$ cat config.mk
export PLATFORM = sky130hd
export DESIGN_NAME = tlink_rx
export DESIGN_NICKNAME = d
export VERILOG_FILES = /design/src/rtl/tlink_pkg.sv /design/src/rtl/tlink_hunt.sv /design/src/rtl/tlink_fifo.sv /design/src/rtl/tlink_fill.sv /design/src/rtl/tlink_rx.sv
export SDC_FILE = /design/constraint.sdc
export NUM_CORES = 1
export LEC_CHECK = 0
export ABC_AREA = 1
export BUFFER_PORTS_ARGS = -buffer_cell sky130_fd_sc_hd__buf_2
export CORE_AREA = 4 4 209 211
export CTS_CLUSTER_DIAMETER = 150
export DETAILED_ROUTE_END_ITERATION = 12
export DIE_AREA = 0 0 213 215
export PLACE_DENSITY_LB_ADDON = 0.2
export SLEW_MARGIN = 20
export SYNTH_ARGS = -nofsm -noshare
export SYNTH_HDL_FRONTEND = slang
export SYNTH_SLANG_ARGS = --single-unit
$ cat constraint.sdc
create_clock -name clk -period 3.58 [get_ports clk]
set_clock_uncertainty 0.1 [all_clocks]
set_input_delay 0.895 -clock clk [delete_from_list [all_inputs] [get_ports clk]]
set_output_delay 0.895 -clock clk [all_outputs]
set_load 0.1 [all_outputs]
$ cat src/rtl/tlink_pkg.sv
// Shared constants for the transparent link receiver.
package tlink_pkg;
    localparam int BYTE_W = 8;
    localparam logic [BYTE_W-1:0] CHAR_RST = 8'h7E;
endpackage

$ cat src/rtl/tlink_hunt.sv
// Bit aligner: shifts valid bits in LSB first and either hunts for the
// alignment character (sliding window) or locks on the first bit.
// It emits one byte per 8 locked bits.
// Assumes: bit_vld is high at most once per clock; config may change at any time.
module tlink_hunt #(
    parameter int BYTE_W = tlink_pkg::BYTE_W
) (
    input  logic              clk,
    input  logic              rst_n,
    input  logic              bit_in,
    input  logic              bit_vld,
    input  logic              xparent_en,
    input  logic              hunt_en,
    input  logic [BYTE_W-1:0] match_char,
    output logic              locked,
    output logic              push,
    output logic [BYTE_W-1:0] push_data
);
    localparam int BC_W   = $clog2(BYTE_W);
    localparam int SEEN_W = BC_W + 1;

    logic [BYTE_W-1:0] sr;
    logic [BYTE_W-1:0] window;
    logic [SEEN_W-1:0] seen;
    logic [BC_W-1:0]   bitcnt;
    logic              hunt_q;
    logic              restart;
    logic              hit;
    logic              byte_done;

    // Window decode: candidate byte, restart and completion conditions.
    always_comb begin
        window    = {bit_in, sr[BYTE_W-1:1]};
        restart   = !xparent_en || (hunt_en != hunt_q);
        hit       = hunt_en && (seen >= SEEN_W'(BYTE_W-1)) && (window == match_char);
        byte_done = (bitcnt == BC_W'(BYTE_W-1));
        push      = bit_vld && !restart && (locked ? byte_done : hit);
        push_data = window;
    end

    // Alignment state: shift register, warm-up count, bit position, lock.
    always_ff @(posedge clk) begin
        if (!rst_n) begin
            sr     <= '0;
            seen   <= '0;
            bitcnt <= '0;
            locked <= 1'b0;
            hunt_q <= 1'b1;
        end else begin
            hunt_q <= hunt_en;
            if (restart) begin
                seen   <= '0;
                bitcnt <= '0;
                locked <= 1'b0;
            end else if (bit_vld) begin
                sr <= window;
                if (locked) begin
                    bitcnt <= byte_done ? '0 : bitcnt + BC_W'(1);
                end else if (!hunt_en) begin
                    locked <= 1'b1;
                    bitcnt <= BC_W'(1);
                end else if (hit) begin
                    locked <= 1'b1;
                    bitcnt <= '0;
                end else if (seen < SEEN_W'(BYTE_W-1)) begin
                    seen <= seen + SEEN_W'(1);
                end
            end
        end
    end
endmodule

$ cat src/rtl/tlink_fifo.sv
// Byte FIFO with show-ahead read, an occupancy count and a sticky overrun flag.
// Assumes: DEPTH is a power of two. A push while full is dropped and recorded.
module tlink_fifo #(
    parameter int DEPTH = 64,
    parameter int W     = 8,
    localparam int CNT_W = $clog2(DEPTH) + 1
) (
    input  logic             clk,
    input  logic             rst_n,
    input  logic             push,
    input  logic [W-1:0]     push_data,
    input  logic             pop,
    input  logic             ovr_ack,
    output logic [W-1:0]     rd_data,
    output logic             rd_valid,
    output logic [CNT_W-1:0] level,
    output logic             ovr
);
    localparam int PTR_W = $clog2(DEPTH);

    logic [W-1:0]     mem [DEPTH];
    logic [PTR_W-1:0] wptr;
    logic [PTR_W-1:0] rptr;
    logic             full;
    logic             do_push;
    logic             do_pop;

    // Qualified push and pop.
    always_comb begin
        full     = (level == CNT_W'(DEPTH));
        do_push  = push && !full;
        do_pop   = pop && (level != '0);
        rd_valid = (level != '0);
        rd_data  = mem[rptr];
    end

    // Storage write.
    always_ff @(posedge clk) begin
        if (do_push) mem[wptr] <= push_data;
    end

    // Pointers, occupancy and overrun flag.
    always_ff @(posedge clk) begin
        if (!rst_n) begin
            wptr  <= '0;
            rptr  <= '0;
            level <= '0;
            ovr   <= 1'b0;
        end else begin
            if (do_push) wptr <= wptr + PTR_W'(1);
            if (do_pop)  rptr <= rptr + PTR_W'(1);
            case ({do_push, do_pop})
                2'b10:   level <= level + CNT_W'(1);
                2'b01:   level <= level - CNT_W'(1);
                default: level <= level;
            endcase
            if (push && full) ovr <= 1'b1;
            else if (ovr_ack) ovr <= 1'b0;
        end
    end
endmodule

$ cat src/rtl/tlink_fill.sv
// Threshold compare: zero selects "completely full", otherwise level >= threshold.
// Assumes: the threshold range is below DEPTH.
module tlink_fill #(
    parameter int DEPTH = 64,
    parameter int LVL_W = 6,
    localparam int CNT_W = $clog2(DEPTH) + 1
) (
    input  logic [CNT_W-1:0] level,
    input  logic [LVL_W-1:0] fill_lvl,
    output logic             fill_flag
);
    // Threshold decision taken from the current level.
    always_comb begin
        if (fill_lvl == '0) fill_flag = (level == CNT_W'(DEPTH));
        else                fill_flag = (level >= CNT_W'(fill_lvl));
    end
endmodule

$ cat src/rtl/tlink_rx.sv
// Transparent serial link byte receiver top. It holds the alignment
// character register and joins the aligner, the FIFO and the threshold logic.
// Assumes: a synchronous active-low reset and single-cycle control pulses.
module tlink_rx #(
    parameter int DEPTH = 64,
    parameter int LVL_W = 6,
    localparam int CNT_W = $clog2(DEPTH) + 1,
    localparam int BW    = tlink_pkg::BYTE_W
) (
    input  logic             clk,
    input  logic             rst_n,
    input  logic             bit_in,
    input  logic             bit_vld,
    input  logic             xparent_en,
    input  logic             hunt_en,
    input  logic             char_wr,
    input  logic [BW-1:0]    char_wdata,
    input  logic [LVL_W-1:0] fill_lvl,
    input  logic             pop,
    input  logic             ovr_ack,
    output logic [BW-1:0]    rd_data,
    output logic             rd_valid,
    output logic [CNT_W-1:0] fifo_level,
    output logic             fill_flag,
    output logic             match_stat,
    output logic             ovr_flag
);
    logic [BW-1:0] char_q;
    logic          push;
    logic [BW-1:0] push_data;

    // Alignment character register.
    always_ff @(posedge clk) begin
        if (!rst_n)       char_q <= tlink_pkg::CHAR_RST;
        else if (char_wr) char_q <= char_wdata;
    end

    tlink_hunt #(.BYTE_W(BW)) hunt_i (
        .clk(clk), .rst_n(rst_n), .bit_in(bit_in), .bit_vld(bit_vld),
        .xparent_en(xparent_en), .hunt_en(hunt_en), .match_char(char_q),
        .locked(match_stat), .push(push), .push_data(push_data)
    );

    tlink_fifo #(.DEPTH(DEPTH), .W(BW)) fifo_i (
        .clk(clk), .rst_n(rst_n), .push(push), .push_data(push_data),
        .pop(pop), .ovr_ack(ovr_ack), .rd_data(rd_data), .rd_valid(rd_valid),
        .level(fifo_level), .ovr(ovr_flag)
    );

    tlink_fill #(.DEPTH(DEPTH), .LVL_W(LVL_W)) fill_i (
        .level(fifo_level), .fill_lvl(fill_lvl), .fill_flag(fill_flag)
    );
endmodule

== Word level (Yosys, flattened, before mapping) ==
Memory sizes are Yosys's and may differ from the RTL's. A register that Yosys moved wholly into a read port is not among the register bits.
Cells that the tools add are included.

* Bits in latches: 0
* Input port bits: 23
* Output and inout bits: 19
* Register bits after elaboration: 45
* Memories kept: 1
* Word-level logic and storage cells: 66
* Memory bits (read-only): 0
* RAM bits: 512

* Div/mod/pow operators: 0
* Add/subtract/negate cells: 6
* Shift operators: 0
* Reductions and logical operators: 19
* Bitwise logic cells: 4
* Multipliers: 0
* Equality and inequality tests: 7
* Multiplexer cells: 16
* Magnitude comparators: 3

{| class="wikitable"
|+ Memories
! memory !! depth !! width !! read ports !! clocked after Yosys merged registers in !! write ports !! line !! RTL
|-
| fifo_i.mem || 64 || 8 || 1 || 1 || 1 || tlink_fifo.sv:21 || <nowiki>logic [W-1:0] mem [DEPTH];</nowiki>
|}

{| class="wikitable"
|+ Operators by type and width
! cell !! number
|-
| $pmux 7 s2 || 1
|-
| $add 6x1->6 const B || 2
|-
| $mux 3 || 4
|-
| $mux 6 || 2
|-
| $mux 1 || 9
|-
| $eq 8x8->1 || 1
|-
| $add 7x1->7 const B || 1
|-
| $eq 7x7->1 const B || 1
|-
| $ge 7x6->1 || 1
|-
| $logic_and 1x1->1 || 7
|-
| $reduce_bool 7->1 || 1
|-
| $sub 7x1->7 const B || 1
|-
| $logic_not 6->1 || 1
|-
| $reduce_and 5->1 || 1
|-
| $add 4x1->4 const B || 1
|-
| $ge 4x3->1 const B || 1
|-
| $lt 4x3->1 const B || 1
|-
| $not 1->1 || 4
|-
| $reduce_and 2->1 || 2
|-
| $reduce_bool 2->1 || 2
|-
| $add 3x1->3 const B || 1
|-
| $eq 3x3->1 const B || 1
|-
| $logic_not 1->1 || 3
|-
| $ne 3x1->1 const B || 1
|-
| other kinds (5) || 5
|}

== Longest topological paths before layout ==
* Depth after elaboration: 8
* Depth in mapped cells: 19
* Mapped depth without buffers: 18

== Modules after synthesis ==
A second synthesis with hierarchy kept.

* Cells, all modules: 2,194
* Area total of the unflattened synthesis: 23,812.8 um^2

{| class="wikitable"
|+ By module, submodules not included
! module !! sequential area each (um^2) !! area an instance (um^2) !! times used !! cells each
|-
| tlink_fifo || 15,895.2 || 22,410.2 || 1 || 1,985
|-
| tlink_hunt || 320.3 || 873.3 || 1 || 127
|-
| tlink_rx || 160.2 || 307.8 || 1 || 39
|-
| tlink_fill || 0.0 || 221.5 || 1 || 43
|}

== Worst setup path after synthesis ==
OpenSTA, ideal clock, no wires.

* Path kind: register -> output
* Start point: reg fifo_i.level[6]
* End point: out fill_flag
* Path slack: -1,100 ps
* Stages on the path, launching flop included: 3
* Buffers on the path: 0
* Arrival time: 3,685 ps
* Data required time: 2,585 ps
* Cell sequence: dfxtp_1 nand3_2 o21ai_0

* Cells in the longest elaborated chain, start to end: 2
* Elaborated cells between the ends (all ways): 3
* Those cells by class: order compare (1); eq/ne (1); mux (1)

{| class="wikitable"
|+ Ends and longest elaborated chain
! what !! line !! RTL
|-
| from (decl) || tlink_fifo.sv:16 || <nowiki>output logic [CNT_W-1:0] level,</nowiki>
|-
| from (signal assigned) || tlink_fifo.sv:53 || <nowiki>2'b10: level <= level + CNT_W'(1);</nowiki>
|-
| from (signal assigned) || tlink_fifo.sv:54 || <nowiki>2'b01: level <= level - CNT_W'(1);</nowiki>
|-
| from (signal assigned) || tlink_fifo.sv:55 || <nowiki>default: level <= level;</nowiki>
|-
| $ge 7x6->1 or $eq 7x7->1 (tied branches) || tlink_fill.sv:15, tlink_fill.sv:14 ||
|-
| $mux 1 (*) || tlink_fill.sv:14 || <nowiki>if (fill_lvl == '0) fill_flag = (level == CNT_W'(DEPTH));</nowiki>
|-
| to (decl) || tlink_rx.sv:24 || <nowiki>output logic fill_flag,</nowiki>
|}

Every way passes the cells marked *; elsewhere a longest branch is shown, timed or not.

==> qor.csv <==
stage;metric;value;unit
outcome;outcome;finished, final reports clean;
clocking;CTS Hold Buffers Added;0;
sta;Final Slew Violations;0;
power;logic gate share of total power;30.7;%
power;Sw Ratio;34.6;%
setup_path;CP Capture Type;primary output;
power;Power per Cell Area;688;nW/um2
synth;post-synthesis cell area;23600;um2
die;# rows;75;
layout;diode count;0;
synth;Post-synth EDFFs;512;
placement;DP HPWL;34400;um
synth;count leader, synth;nand2_1;
die;core area;41800;um2
clocking;clk_lat worst skew;0.60;ns
placement;Port Buf Inserts;41;
die;initial core utilization;56.5;%
placement;routability cong.;0.876;
route;drt via density;5.84;
global_routing;largest net degree at the start of global routing;76;
sta;RSZ-0062 raised after global routing;yes;
route;Avg WL per Cell;21.2;um
global_routing;total gr overflow;0;
synth;Async S/R FF share, synth;0;%
sta;worst slew pin tran;0.873;ns
clocking;total CTS buffers;56;
setup_path;CP bufs+invs;4;
power;P_sw;6.48;mW
setup_path;CP Launch Type;flop;
route;DR iter-0 viols;1637;
synth;syn_nets;2197;
sta;final period utilization;99.9;%
die;Ports;42;
clocking;Root Buffer;clkbuf_16;
die;Die Y;215;um
synth;yosys warns;0;
route;total wire length;60200;um
layout;Final nets;2293;
synth;cells after synthesis;2159;
synth;Seq/Total Area, Yosys;69.4;%
sta;Final setup viols;0;
synth;top_reg_cell synth;edfxtp_1;
global_routing;first-pass GRT wire length;92400;um
power;clock network power share;30.0;%
power;maximum vdd drop;0.668;mV
global_routing;vias in the first global route;16141;
die;Die Wd;213;um
layout;fraction of layout cells with a size suffix above 1;12.9;%
global_routing;GRT Overall Usage;26.2;%
synth;Yosys cell types;39;
clocking;CTS tree;yes;
setup_path;crit-path max cell delay;0.41;ns
global_routing;antenna violations before repair;0;
setup_path;critical path, cell by cell;inv_8 -> buf_16 -> buf_6 -> nand2_1 -> nand3_1 -> nand3_1 -> nand2_1 -> nand2_1 -> nand3_1 -> o211ai_1 -> nand2_2 -> buf_12;
synth;synth top area cells;edfxtp_1 65%, nand2_1 11%, nand3_1 8.9%;
power;Power Internal;12.2;mW
job;Max Cap Violations;0;
min_path;worst min path class;reg2reg;
route;Post-route DRC;0;
clocking;CTS Sinks;562;
sta;FMAX;280;MHz
route;final antenna-violating net count;0;
setup_path;critical path arrival;2.58;ns
sta;TNS Setup;0;ns
power;Seq pwr share;39.4;%
sta;Final Hold Vio Count;0;
synth;Yosys top cell area share;65.1;%
setup_path;Setup Crit Path Kind;reg2out;
clocking;H-tree Lvls;2;
synth;Seq cells post-synth;562;
layout;area grow syn2layout;15.3;%
clocking;clock-pin slew on the worst setup and hold paths;0.06;ns
clocking;CTS max path bufs;3;
die;area of the die;45800;um2
synth;Post-synth top cells;705 x nand2_1, 512 x edfxtp_1, 418 x nand3_1;
synth;cell accounting for the most synthesized area;edfxtp_1;
synth;syn avg cell area;10.9;um2
power;Lkg Pwr;10.3;nW
sta;final hold slack;0.371;ns
setup_path;delay-heaviest family, CP;simple AND/OR/NAND/NOR gates;
setup_path;largest fanout on the critical path;14;
sta;min Tclk post-route;3.58;ns
route;Initial DRT Pass Iterations;5;
setup_path;critical path's slowest cell;dfxtp_4;
sta;relative max-transition margin;41.8;%
route;via count;16570;
setup_path;CP required;2.58;ns
==> layout make-up <==
cell class,count,area (um2)
fillers,3115,14500
clock buffers,71,1480
multi-input cells,1402,6520
inverters,75,297
well taps,539,674
flip-flops and latches,562,16400
clock inverters,31,256
repair buffers,158,1610
==> repair_timing <==
action,4_1_cts,5_1_grt
cloned,5,1
setup buffers,5,0
pin swaps,2,1
resized for setup,24,8
setup endpoints to repair,8,8
==> logic make-up after synthesis <==
family | Yosys count | share of synthesized area, %
AO/OA/AOI/OAI | 120 | 2.85
XOR/XNOR | 14 | 0.519
adder cells (fa/ha/maj) | 15 | 0.795
buffers and inverters | 195 | 3.36
flip-flops | 562 | 69.4
AND/OR/NAND/NOR | 1253 | 23.1
==> registers in the layout (all words and copies together) (netlist names), named ones only <==
| name | count |
|---|---|
| hunt_i.hunt_q | 1 |
| hunt_i.seen | 4 |
| hunt_i.locked | 1 |
| fifo_i.rptr | 6 |
| char_q | 8 |
| hunt_i.sr | 7 |
| fifo_i.level | 7 |
| fifo_i.mem | 512 |
| fifo_i.ovr | 1 |
| fifo_i.wptr | 6 |
| hunt_i.bitcnt | 3 |
==> per-layer routing <==
| metal | global-route usage, % | vias to the layer above | routed length (um) | share of wire (%) |
|---|---|---|---|---|
| met5 | 0 | - | 0 | 0 |
| met3 | 4.16 | 134 | 4980 | 8.3 |
| li1 | - | 7728 | - | - |
| met4 | 9.68 | 0 | 2220 | 3.7 |
| met1 | 35.8 | 7953 | 23900 | 40 |
| met2 | 43.0 | 755 | 29100 | 48 |
==> metrics by stage <==
| step | std cells | cell area (um2) | utilization (%) | setup slack, ns | total power, mW |
|---|---|---|---|---|---|
| after floorplan | 2159 | 23600 | - | -0.341 | 11.1 |
| after global placement | 2725 | 25100 | 60.2 | 0.347 | 12.8 |
| after detailed placement | 2725 | 25100 | 60.2 | 0.348 | 12.8 |
| after CTS | 2837 | 27200 | 65.1 | 0.00301 | 18.7 |
| after global routing | 2838 | 27200 | 65.2 | -0.0842 | 19.6 |
| final | 2838 | 27200 | 65.2 | 0.00401 | 18.7 |
==> worst paths after layout <==
| path | startpoint | endpoint | slack (ns) | cells past startpoint |
|---|---|---|---|---|
| worst min-delay path | fifo_i.ovr$_SDFFE_PN0P_ | fifo_i.ovr$_SDFFE_PN0P_ | 0.37 | 2 |
| worst max-delay path | flop | rd_data[5] | 0.004 | 12 |
| worst max register to register | hunt_i.seen[0]$_SDFFE_PP0P_ | fifo_i.level[4]$_SDFFE_PN0P_ | 0.83 | 15 |
| worst min register to register | fifo_i.ovr$_SDFFE_PN0P_ | fifo_i.ovr$_SDFFE_PN0P_ | 0.37 | 2 |
==> power by group through the flow <==
| stage | combinational, mW | clock [mW] | sequential, mW |
|---|---|---|---|
| after detailed placement | 5.30 | 0 | 7.53 |
| after CTS | 5.68 | 5.68 | 7.37 |
| after global placement | 5.24 | 0 | 7.53 |
| after floorplan | 3.35 | 0 | 7.74 |
| after global routing | 6.22 | 5.98 | 7.38 |
| final | 5.74 | 5.61 | 7.37 |
==> worst reg2reg max path: stages, from the launching register on <==
cell and delay [ns]:
dfxtp_1 0.32, ha_1 0.21, a21oi_1 0.32, nor2_1 0.10, nand2_1 0.12, o21bai_4 0.09
nand3_4 0.06, ha_1 0.35, xor2_1 0.23, ha_1 0.17, inv_1 0.04, nand2_1 0.10
a21oi_1 0.09, xor2_1 0.14, o21ai_0 0.15, inv_1 0.05
==> cell usage in the layout, fill, tap and decap left out, types with 10 or more instances in the layout <==
master,instances
nand2_1,694
edfxtp_1,512
nand3_1,412
buf_4,91
nor2_1,71
inv_1,64
clkbuf_16,58
a21oi_1,55
dfxtp_1,40
o21ai_0,35
buf_2,32
nor3_1,23
buf_12,22
o211ai_1,17
clkinv_1,15
ha_1,15
clkbuf_1,14
nand2_2,11
nand4_1,11
nor3_2,10
clkinv_2,10
Power figures use the tool's default switching activity.
